File: config.mk
export PLATFORM = sky130hd
export DESIGN_NAME = uart_fifo_irq_ctrl
export DESIGN_NICKNAME = d
export VERILOG_FILES = /design/src/rtl/ufic_pkg.sv /design/src/rtl/ufic_fifo.sv /design/src/rtl/ufic_datapath.sv /design/src/rtl/ufic_control.sv /design/src/rtl/uart_fifo_irq_ctrl.sv
export SDC_FILE = /design/constraint.sdc
export NUM_CORES = 1
export LEC_CHECK = 0
export BUFFER_PORTS_ARGS = -buffer_cell sky130_fd_sc_hd__buf_2
export CAP_MARGIN = 15
export CORE_AREA = 2 2 145 183
export DETAILED_ROUTE_END_ITERATION = 8
export DIE_AREA = 0 0 147 185
export PLACE_DENSITY = 0.81
export SLEW_MARGIN = 15
export SYNTH_ARGS = -nofsm -noshare
export SYNTH_HDL_FRONTEND = slang
export SYNTH_SLANG_ARGS = --single-unit
File: constraint.sdc
create_clock -name clk -period 7.4 [get_ports clk]
set_input_delay 1.48 -clock clk [delete_from_list [all_inputs] [get_ports clk]]
set_output_delay 1.48 -clock clk [all_outputs]
set_load 0.05 [all_outputs]
File: src/rtl/ufic_pkg.sv
package ufic_pkg;
  localparam logic [1:0] ADDR_IRQ  = 2'd0;
  localparam logic [1:0] ADDR_CFG  = 2'd1;
  localparam logic [1:0] ADDR_DATA = 2'd2;
  localparam logic [1:0] ADDR_CMD  = 2'd3;

  localparam int SRC_OVR     = 0;
  localparam int SRC_RXABOVE = 1;
  localparam int SRC_RXTMO   = 2;
  localparam int SRC_TXEMPTY = 3;
  localparam int SRC_TXBELOW = 4;
  localparam int NUM_SRC     = 5;
  localparam int STAT_RXNE   = 5;

  localparam int RX_WORD_W = 11;  // {frame, parity, break, char[7:0]}
  localparam int MASK_LSB  = 8;
  localparam int TXTH_LSB  = 8;
  localparam int TMO_LSB   = 16;

  typedef struct packed {
    logic rxPush;
    logic rxPop;
    logic rxFlush;
    logic txPush;
    logic txPop;
    logic txFlush;
  } fifoCmd_t;
endpackage

File: src/rtl/ufic_fifo.sv
module ufic_fifo #(
  parameter int WIDTH = 8,
  parameter int DEPTH = 16,
  localparam int AW = (DEPTH > 1) ? $clog2(DEPTH) : 1,
  localparam int CW = $clog2(DEPTH + 1)
) (
  input  logic             clk,
  input  logic             rstN,
  input  logic             push,
  input  logic             pop,
  input  logic             flush,
  input  logic [WIDTH-1:0] wrData,
  output logic [WIDTH-1:0] headData,
  output logic [CW-1:0]    count,
  output logic             full,
  output logic             empty
);
  logic [WIDTH-1:0] mem [DEPTH];
  logic [AW-1:0] wrPtr, rdPtr;

  always_ff @(posedge clk) begin
    if (push && !flush) mem[wrPtr] <= wrData;
  end

  always_ff @(posedge clk) begin
    if (!rstN || flush) begin
      wrPtr <= '0;
      rdPtr <= '0;
      count <= '0;
    end else begin
      if (push) wrPtr <= (wrPtr == AW'(DEPTH - 1)) ? '0 : wrPtr + 1'b1;
      if (pop)  rdPtr <= (rdPtr == AW'(DEPTH - 1)) ? '0 : rdPtr + 1'b1;
      case ({push, pop})
        2'b10:   count <= count + CW'(1);
        2'b01:   count <= count - CW'(1);
        default: count <= count;
      endcase
    end
  end

  assign headData = mem[rdPtr];
  assign full     = (count == CW'(DEPTH));
  assign empty    = (count == '0);
endmodule

File: src/rtl/ufic_datapath.sv
module ufic_datapath import ufic_pkg::*; #(
  parameter int DEPTH = 16,
  localparam int CW = $clog2(DEPTH + 1)
) (
  input  logic                 clk,
  input  logic                 rstN,
  input  fifoCmd_t             cmd,
  input  logic [RX_WORD_W-1:0] rxWord,
  input  logic [7:0]           txByte,
  output logic [RX_WORD_W-1:0] rxHead,
  output logic [CW-1:0]        rxCount,
  output logic                 rxFull,
  output logic                 rxEmpty,
  output logic [7:0]           txHead,
  output logic [CW-1:0]        txCount,
  output logic                 txFull,
  output logic                 txEmpty
);
  ufic_fifo #(.WIDTH(RX_WORD_W), .DEPTH(DEPTH)) rxFifo_i (
    .clk(clk), .rstN(rstN), .push(cmd.rxPush), .pop(cmd.rxPop), .flush(cmd.rxFlush),
    .wrData(rxWord), .headData(rxHead), .count(rxCount), .full(rxFull), .empty(rxEmpty)
  );

  ufic_fifo #(.WIDTH(8), .DEPTH(DEPTH)) txFifo_i (
    .clk(clk), .rstN(rstN), .push(cmd.txPush), .pop(cmd.txPop), .flush(cmd.txFlush),
    .wrData(txByte), .headData(txHead), .count(txCount), .full(txFull), .empty(txEmpty)
  );
endmodule

File: src/rtl/ufic_control.sv
module ufic_control import ufic_pkg::*; #(
  parameter int DEPTH = 16,
  parameter int TMO_W = 4,
  localparam int CW = $clog2(DEPTH + 1)
) (
  input  logic                 clk,
  input  logic                 rstN,
  input  logic                 regWrEn,
  input  logic                 regRdEn,
  input  logic [1:0]           regAddr,
  input  logic [31:0]          regWrData,
  output logic [31:0]          regRdData,
  input  logic                 rxStrobe,
  input  logic                 txTake,
  input  logic                 charTick,
  input  logic [RX_WORD_W-1:0] rxHead,
  input  logic [CW-1:0]        rxCount,
  input  logic                 rxFull,
  input  logic                 rxEmpty,
  input  logic [CW-1:0]        txCount,
  input  logic                 txFull,
  input  logic                 txEmpty,
  output fifoCmd_t             cmd,
  output logic                 overrun,
  output logic                 irq
);
  logic [NUM_SRC-1:0] srcMask;
  logic [CW-1:0]      rxThresh, txThresh;
  logic [TMO_W-1:0]   tmoLimit, tmoCnt;
  logic [STAT_RXNE:0] status;
  logic wrIrq, wrCfg, wrData, wrCmd, rdData;
  logic unusedWrBits;

  assign wrIrq  = regWrEn && (regAddr == ADDR_IRQ);
  assign wrCfg  = regWrEn && (regAddr == ADDR_CFG);
  assign wrData = regWrEn && (regAddr == ADDR_DATA);
  assign wrCmd  = regWrEn && (regAddr == ADDR_CMD);
  assign rdData = regRdEn && (regAddr == ADDR_DATA);
  assign unusedWrBits = ^regWrData;

  // strobes to the datapath; a flush takes priority inside the queues
  always_comb begin
    cmd.rxFlush = wrCmd && regWrData[0];
    cmd.txFlush = wrCmd && regWrData[1];
    cmd.rxPop   = rdData && !rxEmpty;
    cmd.rxPush  = rxStrobe && (!rxFull || cmd.rxPop);
    cmd.txPush  = wrData && !txFull;
    cmd.txPop   = txTake && !txEmpty;
  end

  always_ff @(posedge clk) begin
    if (!rstN) begin
      srcMask  <= '0;
      rxThresh <= CW'(DEPTH / 2);
      txThresh <= CW'(DEPTH / 2);
      tmoLimit <= TMO_W'(1);
    end else begin
      if (wrIrq) srcMask <= regWrData[MASK_LSB +: NUM_SRC];
      if (wrCfg) begin
        rxThresh <= regWrData[CW-1:0];
        txThresh <= regWrData[TXTH_LSB +: CW];
        tmoLimit <= regWrData[TMO_LSB +: TMO_W];
      end
    end
  end

  // overrun: sticky until a receive flush
  always_ff @(posedge clk) begin
    if (!rstN || cmd.rxFlush) overrun <= 1'b0;
    else if (rxStrobe && rxFull && !cmd.rxPop) overrun <= 1'b1;
  end

  // character-time counter since the last receive queue movement
  always_ff @(posedge clk) begin
    if (!rstN || cmd.rxFlush || cmd.rxPush || cmd.rxPop || rxEmpty) tmoCnt <= '0;
    else if (charTick && (tmoCnt != '1)) tmoCnt <= tmoCnt + 1'b1;
  end

  always_comb begin
    status              = '0;
    status[SRC_OVR]     = overrun;
    status[SRC_RXABOVE] = rxCount > rxThresh;
    status[SRC_RXTMO]   = !rxEmpty && (tmoCnt >= tmoLimit);
    status[SRC_TXEMPTY] = txEmpty;
    status[SRC_TXBELOW] = txCount < txThresh;
    status[STAT_RXNE]   = !rxEmpty;
  end

  assign irq = |(status[NUM_SRC-1:0] & srcMask);

  always_comb begin
    regRdData = '0;
    case (regAddr)
      ADDR_IRQ: begin
        regRdData[STAT_RXNE:0]               = status;
        regRdData[MASK_LSB +: NUM_SRC]       = srcMask;
      end
      ADDR_CFG: begin
        regRdData[CW-1:0]                    = rxThresh;
        regRdData[TXTH_LSB +: CW]            = txThresh;
        regRdData[TMO_LSB +: TMO_W]          = tmoLimit;
      end
      ADDR_DATA: begin
        if (!rxEmpty) regRdData[11:0] = {rxHead[10:8], 1'b1, rxHead[7:0]};
      end
      default: regRdData[CW-1:0] = txCount;
    endcase
  end
endmodule

File: src/rtl/uart_fifo_irq_ctrl.sv
module uart_fifo_irq_ctrl import ufic_pkg::*; #(
  parameter int DEPTH = 16,
  parameter int TMO_W = 4
) (
  input  logic        clk,
  input  logic        rstN,
  input  logic        regWrEn,
  input  logic        regRdEn,
  input  logic [1:0]  regAddr,
  input  logic [31:0] regWrData,
  output logic [31:0] regRdData,
  input  logic        rxStrobe,
  input  logic [7:0]  rxChar,
  input  logic        rxBreak,
  input  logic        rxParErr,
  input  logic        rxFrmErr,
  input  logic        charTick,
  output logic        txValid,
  output logic [7:0]  txData,
  input  logic        txTake,
  output logic        irq
);
  localparam int CW = $clog2(DEPTH + 1);

  fifoCmd_t             cmd;
  logic [RX_WORD_W-1:0] rxHead;
  logic [CW-1:0]        rxCount, txCount;
  logic                 rxFull, rxEmpty, txFull, txEmpty, overrun;
  logic [7:0]           txHead;

  ufic_control #(.DEPTH(DEPTH), .TMO_W(TMO_W)) ctrl_i (
    .clk(clk), .rstN(rstN), .regWrEn(regWrEn), .regRdEn(regRdEn), .regAddr(regAddr),
    .regWrData(regWrData), .regRdData(regRdData), .rxStrobe(rxStrobe), .txTake(txTake),
    .charTick(charTick), .rxHead(rxHead), .rxCount(rxCount), .rxFull(rxFull),
    .rxEmpty(rxEmpty), .txCount(txCount), .txFull(txFull), .txEmpty(txEmpty),
    .cmd(cmd), .overrun(overrun), .irq(irq)
  );

  ufic_datapath #(.DEPTH(DEPTH)) dp_i (
    .clk(clk), .rstN(rstN), .cmd(cmd),
    .rxWord({rxFrmErr, rxParErr, rxBreak, rxChar}), .txByte(regWrData[7:0]),
    .rxHead(rxHead), .rxCount(rxCount), .rxFull(rxFull), .rxEmpty(rxEmpty),
    .txHead(txHead), .txCount(txCount), .txFull(txFull), .txEmpty(txEmpty)
  );

  assign txValid = !txEmpty;
  assign txData  = txHead;
endmodule

==> impl_metrics.csv, run 1 <==
group,metric,value,unit
run_status,outcome,"finished clean",
job,max-cap-violations,0,
drt,detail_route.wl_per_cell,24.1,um
critical_path,critical_path.startpoint_type,"register",
placement,preCtsSetupSlack,2.48,ns
clock_network,post_cts_resize_count,0,
floorplanning,floorplan.die_area,27200,um2
critical_path,crit-reg2reg-launch,"dp_i.txFifo_i.count[1]$_SDFFE_PP0P_",
placement,io_buffer_count,63,
placement,gp_congestion,0.863,
clock_network,tritoncts_clock_tree,"built",
floorplanning,die_h,185,um
drt,drt_wl_total,32200,um
floorplanning,floorplan.die.width,147,um
logic_synthesis,post_synth_and_or_nand_nor_area_fraction,6.31,%
drt,final_antenna_net_count,0,
logic_synthesis,post_synth_xor_area_fraction,0.639,%
pwr,power.sequential.fraction,49.9,%
critical_path,worstSetupPathDepth,7,
logic_synthesis,yosys.area.top_type,"sky130_fd_sc_hd__edfxtp_1",
timing,layout_min_cycle_time,4.98,ns
logic_synthesis,synth_enable_flop_cells,304,
final_layout,post_route_cells_drive_above_1_share,23.3,%
final_layout,final_net_count,1060,
clock_network,clk_pin_slew,0.07,ns
clock_network,cts_hold_repair.buffers,0,
grt,global_route_wire_length_before_repair,48800,um
logic_synthesis,share_of_the_synthesized_area_in_compound_gates_ao_oa_aoi_oai,4.48,%
pwr,vdd_drop_max,269,uV
timing,timing.final.crit_share,67.3,%
final_layout,syn_to_final_growth,11.4,%
grt,antenna_violations_before_repair,0,
grt,grt_remaining_overflow,0,
final_layout,fill_cells,1726,
drt,post_drt_via_cell_ratio,6.09,
pwr,power_density,270,nW/um2
logic_synthesis,synth_area_leaders,"sky130_fd_sc_hd__edfxtp_1 61%, sky130_fd_sc_hd__mux4_2 13%, sky130_fd_sc_hd__dfxtp_1 7.7%, sky130_fd_sc_hd__ha_1 2.5%, sky130_fd_sc_hd__nand2_1 1.6%",
critical_path,worst-r2r-cell-count,11,
critical_path,reg2reg_to,"dp_i.txFifo_i.count[4]$_SDFFE_PP0P_",
drt,first_pass_iters,5,
pwr,netSwitchingPower,1130,uW
timing,fin_worst_skew,0.0272,ns
timing,report.final.setup_viol,0,
clock_network,clock_tree.root_cell,"sky130_fd_sc_hd__clkbuf_16",
critical_path,worstPathRequired,5.92,ns
grt,grt_max_degree,38,
clock_network,clockBufferDepth,3,
timing,relSlewSlack,48.8,%
timing,slew_violations,0,
timing,timing.final.ws_setup,2.42,ns
pwr,p_leak,0.00558,uW
critical_path,cpMaxStageDelayCell,"sky130_fd_sc_hd__buf_4",
grt,grt_pass1_vias,8176,
clock_network,clock_sinks,362,
logic_synthesis,syn_inst,898,
logic_synthesis,ys_ff_latch,362,
logic_synthesis,seq_area_frac_synth,68.2,%
clock_network,cts.htree.levels,2,
logic_synthesis,syn-mean-instance-area,16.8,um2
floorplanning,row_count,66,
floorplanning,io_pins,94,
logic_synthesis,ys_dominant_reg_cell,"sky130_fd_sc_hd__edfxtp_1",
critical_path,worst_path_dominant_cell_family,"buffers and inverters",
critical_path,timing_worst_setup_path_type,"reg -> out",
logic_synthesis,yosysTopAreaCellShare,60.5,%
critical_path,path_max_fanout,37,
critical_path,path_buf_inv,2,
timing,final_hold_viol_count,0,
pwr,power_switching_share,24.9,%
logic_synthesis,postSynth.asyncResetShare,0,%
clock_network,post-cts-setup-buffers,0,
hold_path,timing.hold.worst.class,"reg -> reg",
floorplanning,core_area,25600,um2
logic_synthesis,ys_warn_count,0,
floorplanning,starting_density_of_the_core,58.9,%
drt,num_vias,8167,
logic_synthesis,synth_mux_area_share,14.8,%
timing,max_clock_freq,201,MHz
critical_path,endpoint,"regRdData[0]",
critical_path,critPathArrivalTime,3.50,ns
grt,grt_use_total,24.3,%
critical_path,reg2reg_setup_slack,4.30,ns
timing,fin_setup_tns,0,ns
critical_path,cell_chain_critical_path,"buf_4 -> mux4_2 -> nor2b_1 -> a211oi_1 -> a211oi_1 -> a221o_1 -> buf_2",
clock_network,worstSkewPairLatency,0.54,ns
clock_network,tritoncts.num_buffers,35,
pwr,power_frac_comb,12.9,%
logic_synthesis,synth_top_family_by_area,"multiplexers",
critical_path,critical-path-max-stage-delay,0.64,ns
logic_synthesis,synth_fa_ha_area_share,2.62,%
logic_synthesis,ys_types,62,
critical_path,cp_common_cell,"sky130_fd_sc_hd__a211oi_1",
drt,drc_errors,0,
placement,half_perimeter_wire_length_of_the_detailed_placement_result,20800,um
final_layout,antenna-diode-count,0,
timing,tightestPinTransition,0.766,ns
pwr,p_int,3410,uW
logic_synthesis,mappedNetlistArea,15100,um2
critical_path,worst_setup_path_end_kind,"primary output",
timing,grt_setup_unrepaired,"false",
pwr,power_frac_clock,37.2,%
drt,drt_first_iter_violations,734,
cell families (layout without fill, tap and decap cells):
family | after synthesis | in the layout
DFF | 362 | 362
and+or+nand+nor | 194 | 194
muxes | 111 | 111
AOI/OAI and AO/OA | 101 | 101
buffers and inverters | 87 | 175
adders and majority gates | 31 | 31
xor gates and xnor gates | 11 | 11
other | 1 | 15
state kept, by name (all words and copies together), names as in the netlist, 5 cells and up, named ones only:
signal,count
dp_i.rxFifo_i.mem,176
dp_i.rxFifo_i.count,5
ctrl_i.rxThresh,5
ctrl_i.txThresh,5
dp_i.txFifo_i.count,5
ctrl_i.srcMask,5
dp_i.txFifo_i.mem,128
worst reg2reg max path, cell delays in order (launching register included):
cell and delay, ns:
sky130_fd_sc_hd__dfxtp_1 0.37, sky130_fd_sc_hd__nor4_1 0.43, sky130_fd_sc_hd__a21oi_1 0.22, sky130_fd_sc_hd__inv_1 0.19, sky130_fd_sc_hd__ha_1 0.25, sky130_fd_sc_hd__inv_1 0.11
sky130_fd_sc_hd__fa_1 0.41, sky130_fd_sc_hd__nor2b_1 0.16, sky130_fd_sc_hd__o21ai_0 0.13, sky130_fd_sc_hd__and3_1 0.22, sky130_fd_sc_hd__or4_1 0.39, sky130_fd_sc_hd__a21oi_1 0.15
placed cells by master, fill, tap and decap left out, drive strengths merged, types with 3 or more instances in the layout:
master,instances
a211oi,11
a21boi,14
a21oi,26
a31oi,5
a41oi,3
and2,21
and3,8
buf,85
clkbuf,43
clkinv,8
clkinvlp,3
conb,15
dfxtp,58
edfxtp,304
ha,30
inv,34
mux2i,20
mux4,89
nand2,65
nand2b,4
nand3,8
nand4,3
nor2,48
nor2b,14
nor3,10
o211ai,4
o21ai,16
o311ai,3
or3,3
xnor2,5
xor2,6
stage by stage:
stage	power [uW]	utilization [%]	cells	hold WS (ns)	area [um2]
after floorplan	2750	-	912	0.443	15100
after global placement	2880	61.5	1280	0.452	15700
after detailed placement	2900	61.5	1280	0.475	15700
after CTS	4570	65.7	1340	0.485	16800
after global routing	4680	65.7	1340	0.510	16800
final	4540	65.7	1340	0.479	16800
cells in the mapped netlist, types with 3 or more instances:
cell	number
sky130_fd_sc_hd__a211oi_1	10
sky130_fd_sc_hd__a21boi_0	13
sky130_fd_sc_hd__a21oi_1	26
sky130_fd_sc_hd__a31oi_1	5
sky130_fd_sc_hd__a41oi_1	3
sky130_fd_sc_hd__and2_1	20
sky130_fd_sc_hd__and3_1	8
sky130_fd_sc_hd__buf_1	8
sky130_fd_sc_hd__buf_2	13
sky130_fd_sc_hd__buf_4	18
sky130_fd_sc_hd__clkbuf_1	15
sky130_fd_sc_hd__dfxtp_1	58
sky130_fd_sc_hd__edfxtp_1	304
sky130_fd_sc_hd__ha_1	30
sky130_fd_sc_hd__inv_1	30
sky130_fd_sc_hd__mux2i_1	20
sky130_fd_sc_hd__mux4_2	87
sky130_fd_sc_hd__nand2_1	65
sky130_fd_sc_hd__nand2b_1	4
sky130_fd_sc_hd__nand3_1	8
sky130_fd_sc_hd__nand4_1	3
sky130_fd_sc_hd__nor2_1	47
sky130_fd_sc_hd__nor2b_1	13
sky130_fd_sc_hd__nor3_1	10
sky130_fd_sc_hd__o211ai_1	4
sky130_fd_sc_hd__o21ai_0	15
sky130_fd_sc_hd__or3_1	3
sky130_fd_sc_hd__xnor2_1	5
sky130_fd_sc_hd__xor2_1	6
power groups by stage:
stage / Combinational (uW) / Sequential [uW] / Clock (uW)
after global placement: 574 / 2310 / 0
after detailed placement: 586 / 2310 / 0
after floorplan: 449 / 2300 / 0
after global routing: 631 / 2270 / 1780
final: 584 / 2270 / 1690
after CTS: 591 / 2270 / 1710
per-layer routing:
| metal | up-vias | routed length, um | global-route usage [%] |
|---|---|---|---|
| li1 | 3635 | - | - |
| met2 | 367 | 17500 | 44.8 |
| met4 | 0 | 1110 | 9.00 |
| met1 | 4088 | 11500 | 29.3 |
| met3 | 77 | 2160 | 3.50 |
| met5 | - | 0 | 0 |
worst min-delay path by stage:
| stage | start | endpoint | slack (ns) | cells past startpoint |
|---|---|---|---|---|
| finish | ctrl_i.rxThresh[4]$_SDFFE_PN0P_ | ctrl_i.rxThresh[4]$_SDFFE_PN0P_ | 0.48 | 2 |
| global route | ctrl_i.rxThresh[4]$_SDFFE_PN0P_ | ctrl_i.rxThresh[4]$_SDFFE_PN0P_ | 0.51 | 2 |
| CTS | ctrl_i.rxThresh[4]$_SDFFE_PN0P_ | ctrl_i.rxThresh[4]$_SDFFE_PN0P_ | 0.48 | 2 |
| detailed placement | ctrl_i.rxThresh[4]$_SDFFE_PN0P_ | ctrl_i.rxThresh[4]$_SDFFE_PN0P_ | 0.47 | 2 |
| global placement | ctrl_i.rxThresh[4]$_SDFFE_PN0P_ | ctrl_i.rxThresh[4]$_SDFFE_PN0P_ | 0.45 | 2 |
| floorplan | ctrl_i.rxThresh[4]$_SDFFE_PN0P_ | ctrl_i.rxThresh[4]$_SDFFE_PN0P_ | 0.44 | 2 |
final cells by class:
| cell class | count | area, um2 | share of cell area (%) |
|---|---|---|---|
| Clock inverter | 17 | 151 | 0.901 |
| Timing Repair Buffer | 85 | 480 | 2.86 |
| Multi-Input combinational cell | 463 | 4430 | 26.4 |
| Sequential cell | 362 | 10300 | 61.2 |
| Tap cell | 340 | 425 | 2.53 |
| Inverter | 30 | 113 | 0.670 |
| Clock buffer | 43 | 916 | 5.45 |
No activity file was read; power rests on OpenSTA's default activity.
==> run 2, diff against run 1 <==
Settings changed: ABC_AREA set to 1, CORE_AREA 2 2 145 183 to 2 2 153 192, DIE_AREA 0 0 147 185 to 0 0 155 194, PLACE_DENSITY 0.81 to 0.78.
Clock period 7.4 ns to 4.09 ns, I/O delays scaled along.
==> run 2 against run 1 <==
Compared with the run above: via count rose by 26%; flip-flop and latch count did not move; non-clock buffer count rose by 6; synthesized cell count rose by 48%; worst hold slack improved by 0.012 ns; synthesized area rose by 1.9%; critical path depth rose by 1; clock power rose by 95%; utilization fell by 4.5 points; die area rose by 11%; global-route usage fell by 1.9 points; first-iteration DRC count rose by 19%; critical endpoint unchanged; largest power group unchanged.
==> impl_metrics.csv, run 2 <==
group,metric,value,unit
run_status,outcome,"finished clean",
clock_network,clock_sinks,362,
grt,grt_pass1_vias,10000,
job,max-cap-violations,0,
logic_synthesis,ys_types,41,
placement,placed_area,16100,um2
final_layout,post_layout_nonfiller_instances,1781,
grt,grt_remaining_overflow,0,
timing,tightestPinTransition,0.995,ns
logic_synthesis,yosysMostFrequentCell,"sky130_fd_sc_hd__edfxtp_1",
pwr,power_switching_share,28.9,%
clock_network,post_cts_resize_count,0,
timing,relSlewSlack,33.6,%
grt,global_route_wire_length_before_repair,52300,um
floorplanning,floorplan.die_area,30100,um2
grt,grt_max_degree,90,
drt,detail_route.wl_per_cell,19.2,um
final_layout,fill_cells,2083,
logic_synthesis,synth_enable_flop_cells,304,
pwr,netSwitchingPower,2670,uW
grt,antenna_violations_before_repair,1,
final_layout,finish.instance_area,17300,um2
floorplanning,io_pins,94,
final_layout,multi_input_area,4350,um2
clock_network,clk_pin_slew,0.06,ns
critical_path,timing_worst_setup_path_type,"reg -> out",
clock_network,cts.htree.levels,2,
floorplanning,floorplan.die.width,155,um
drt,drc_errors,0,
logic_synthesis,syn-mean-instance-area,11.6,um2
pwr,p_int,6570,uW
final_layout,post_route_cells_drive_above_1_share,12.2,%
logic_synthesis,mappedNetlistArea,15400,um2
timing,layout_min_cycle_time,3.77,ns
floorplanning,die_h,194,um
final_layout,final_net_count,1481,
pwr,power.sequential.fraction,45.7,%
critical_path,worst-r2r-cell-count,14,
critical_path,reg2reg_setup_slack,1.34,ns
floorplanning,starting_density_of_the_core,54.5,%
final_layout,largest-register,"dp_i.rxFifo_i.mem",
clock_network,tritoncts_clock_tree,"built",
timing,grt_setup_unrepaired,"false",
drt,num_vias,10300,
clock_network,worstSkewPairLatency,0.52,ns
hold_path,timing.hold.worst.class,"reg -> reg",
clock_network,cts_hold_repair.buffers,0,
drt,drt_wl_total,34200,um
drt,final_antenna_net_count,0,
grt,grt_use_total,22.5,%
logic_synthesis,yosys.area.top_type,"sky130_fd_sc_hd__edfxtp_1",
timing,timing.final.crit_share,92.2,%
final_layout,antenna-diode-count,0,
timing,fin_worst_skew,0.0116,ns
critical_path,path_max_fanout,89,
logic_synthesis,ys_dominant_reg_cell,"sky130_fd_sc_hd__edfxtp_1",
hold_path,min-delay-start,"dp_i.txFifo_i.rdPtr[2]$_SDFFE_PP0N_",
logic_synthesis,ys_warn_count,0,
pwr,power_frac_comb,18.7,%
timing,fin_setup_tns,0,ns
logic_synthesis,most_common_library_cells_after_synthesis,"304 x sky130_fd_sc_hd__edfxtp_1, 182 x sky130_fd_sc_hd__nor2_1, 164 x sky130_fd_sc_hd__o21ai_0, 118 x sky130_fd_sc_hd__nand2_1, 108 x sky130_fd_sc_hd__inv_1",
placement,dpl.cell_count,1715,
critical_path,reg2reg_to,"dp_i.txFifo_i.count[4]$_SDFFE_PP0P_",
critical_path,worst_setup_path_end_kind,"primary output",
pwr,vdd_drop_max,484,uV
pwr,p_leak,0.00622,uW
critical_path,critPathArrivalTime,2.95,ns
placement,io_buffer_count,63,
floorplanning,core_area,28200,um2
logic_synthesis,syn_inst,1329,
floorplanning,row_count,69,
critical_path,worstPathRequired,3.27,ns
logic_synthesis,ys_ff_latch,362,
drt,drt_first_iter_violations,877,
clock_network,clockBufferDepth,3,
hold_path,whs_path_depth,2,
timing,final_hold_viol_count,0,
clock_network,post-cts-setup-buffers,0,
critical_path,crit-reg2reg-launch,"dp_i.txFifo_i.count[1]$_SDFFE_PP0P_",
final_layout,most-common-layout-cells,"304 x sky130_fd_sc_hd__edfxtp_1, 182 x sky130_fd_sc_hd__nor2_1, 164 x sky130_fd_sc_hd__o21ai_0",
clock_network,clock_tree.root_cell,"sky130_fd_sc_hd__clkbuf_16",
placement,gp_congestion,0.852,
final_layout,syn_to_final_growth,12.4,%
clock_network,tritoncts.num_buffers,36,
final_layout,seqCellArea,10300,um2
drt,first_pass_iters,6,
logic_synthesis,seq_area_frac_synth,66.9,%
critical_path,critical_path.startpoint_type,"register",
pwr,power_density,535,nW/um2
logic_synthesis,synth_area_leaders,"sky130_fd_sc_hd__edfxtp_1 59%, sky130_fd_sc_hd__dfxtp_1 7.6%, sky130_fd_sc_hd__o21ai_0 5.3%, sky130_fd_sc_hd__nor2_1 4.4%, sky130_fd_sc_hd__nand2_1 2.9%",
placement,half_perimeter_wire_length_of_the_detailed_placement_result,21900,um
timing,report.final.setup_viol,0,
pwr,total_power,9240,uW
logic_synthesis,postSynth.asyncResetShare,0,%
final_layout,max_ffs_per_register,176,
pwr,power_frac_clock,35.7,%
drt,post_drt_via_cell_ratio,5.76,
logic_synthesis,yosysTopAreaCellShare,59.4,%
final_layout,layout_top_registers,"dp_i.rxFifo_i.mem (176), dp_i.txFifo_i.mem (128)",
timing,slew_violations,0,
timing,max_clock_freq,265,MHz
final_layout,layout.cells.most_common,"sky130_fd_sc_hd__edfxtp_1",
run 2: changes by cell type after synthesis, sizes merged, moves of 22 or more:
cell,delta
o21ai,+149
nor2,+142
mux4,-89
inv,+84
nand2,+56
o211ai,+51
a21oi,+45
nand3,+24
clkbuf,+22
run 2: kinds of logic (layout without fill, tap and decap cells):
logic type                 count (synthesis)  in the layout  synth area share (%)
and+or+nand+nor                          364            364                  9.93
DFF                                      362            362                  66.9
AOI/OAI and AO/OA                        339            339                  12.7
buffers and inverters                    191            274                  5.25
muxes                                     32             32                  2.08
adders and majority gates                 31             31                  2.57
xor gates and xnor gates                   9              9                 0.513
other                                      1             15                0.0244
run 2: metrics by stage:
stage	hold WS, ns	setup WS, ns	util [%]
4_1_cts	0.490	0.349	61.2
3_5_place_dp	0.482	0.941	57.0
6_report	0.491	0.320	61.2
5_1_grt	0.514	0.154	61.2
2_1_floorplan	0.444	0.996	-
3_3_place_gp	0.470	0.977	57.0
run 2: critical path, stage by stage, from the launching register on:
cell and delay, ns:
sky130_fd_sc_hd__dfxtp_2 0.33, sky130_fd_sc_hd__buf_4 0.68, sky130_fd_sc_hd__o21ai_0 0.24, sky130_fd_sc_hd__o22ai_1 0.25, sky130_fd_sc_hd__o211ai_1 0.16, sky130_fd_sc_hd__o21ai_0 0.19, sky130_fd_sc_hd__nand2_1 0.09, sky130_fd_sc_hd__nand4_1 0.17
sky130_fd_sc_hd__buf_2 0.30
run 2: area by class of cell:
class | count | area share (%)
Clock inverter | 19 | 1.04
Clock buffer | 47 | 5.88
Inverter | 117 | 2.54
Tap cell | 355 | 2.57
Multi-Input combinational cell | 790 | 25.2
Sequential cell | 362 | 59.6
Timing Repair Buffer | 91 | 3.19
run 2: power by group through the flow:
stage / combinational (uW) / clock (uW) / sequential (uW)
2_1_floorplan: 1380 / 0 / 4210
6_report: 1730 / 3300 / 4220
5_1_grt: 1890 / 3480 / 4240
3_3_place_gp: 1670 / 0 / 4290
4_1_cts: 1730 / 3330 / 4220
3_5_place_dp: 1720 / 0 / 4300
run 2: routing by layer:
metal  up-vias  part of all wire [%]  track usage (%)
met2       410                    51             39.8
met5         -                 0.038                0
met1      4887                    37             26.0
met3       102                   7.0             3.89
li1       4857                     -                -
met4         2                   4.8             11.7
run 2: worst max-delay path by stage:
stage,from,to,slack (ns),cells past startpoint
2_1_floorplan,regAddr[0],regRdData[12],1.0,4
3_3_place_gp,register,regRdData[5],0.98,8
3_5_place_dp,register,regRdData[0],0.94,8
4_1_cts,register,regRdData[11],0.35,8
5_1_grt,register,regRdData[4],0.15,10
6_report,register,regRdData[0],0.32,8
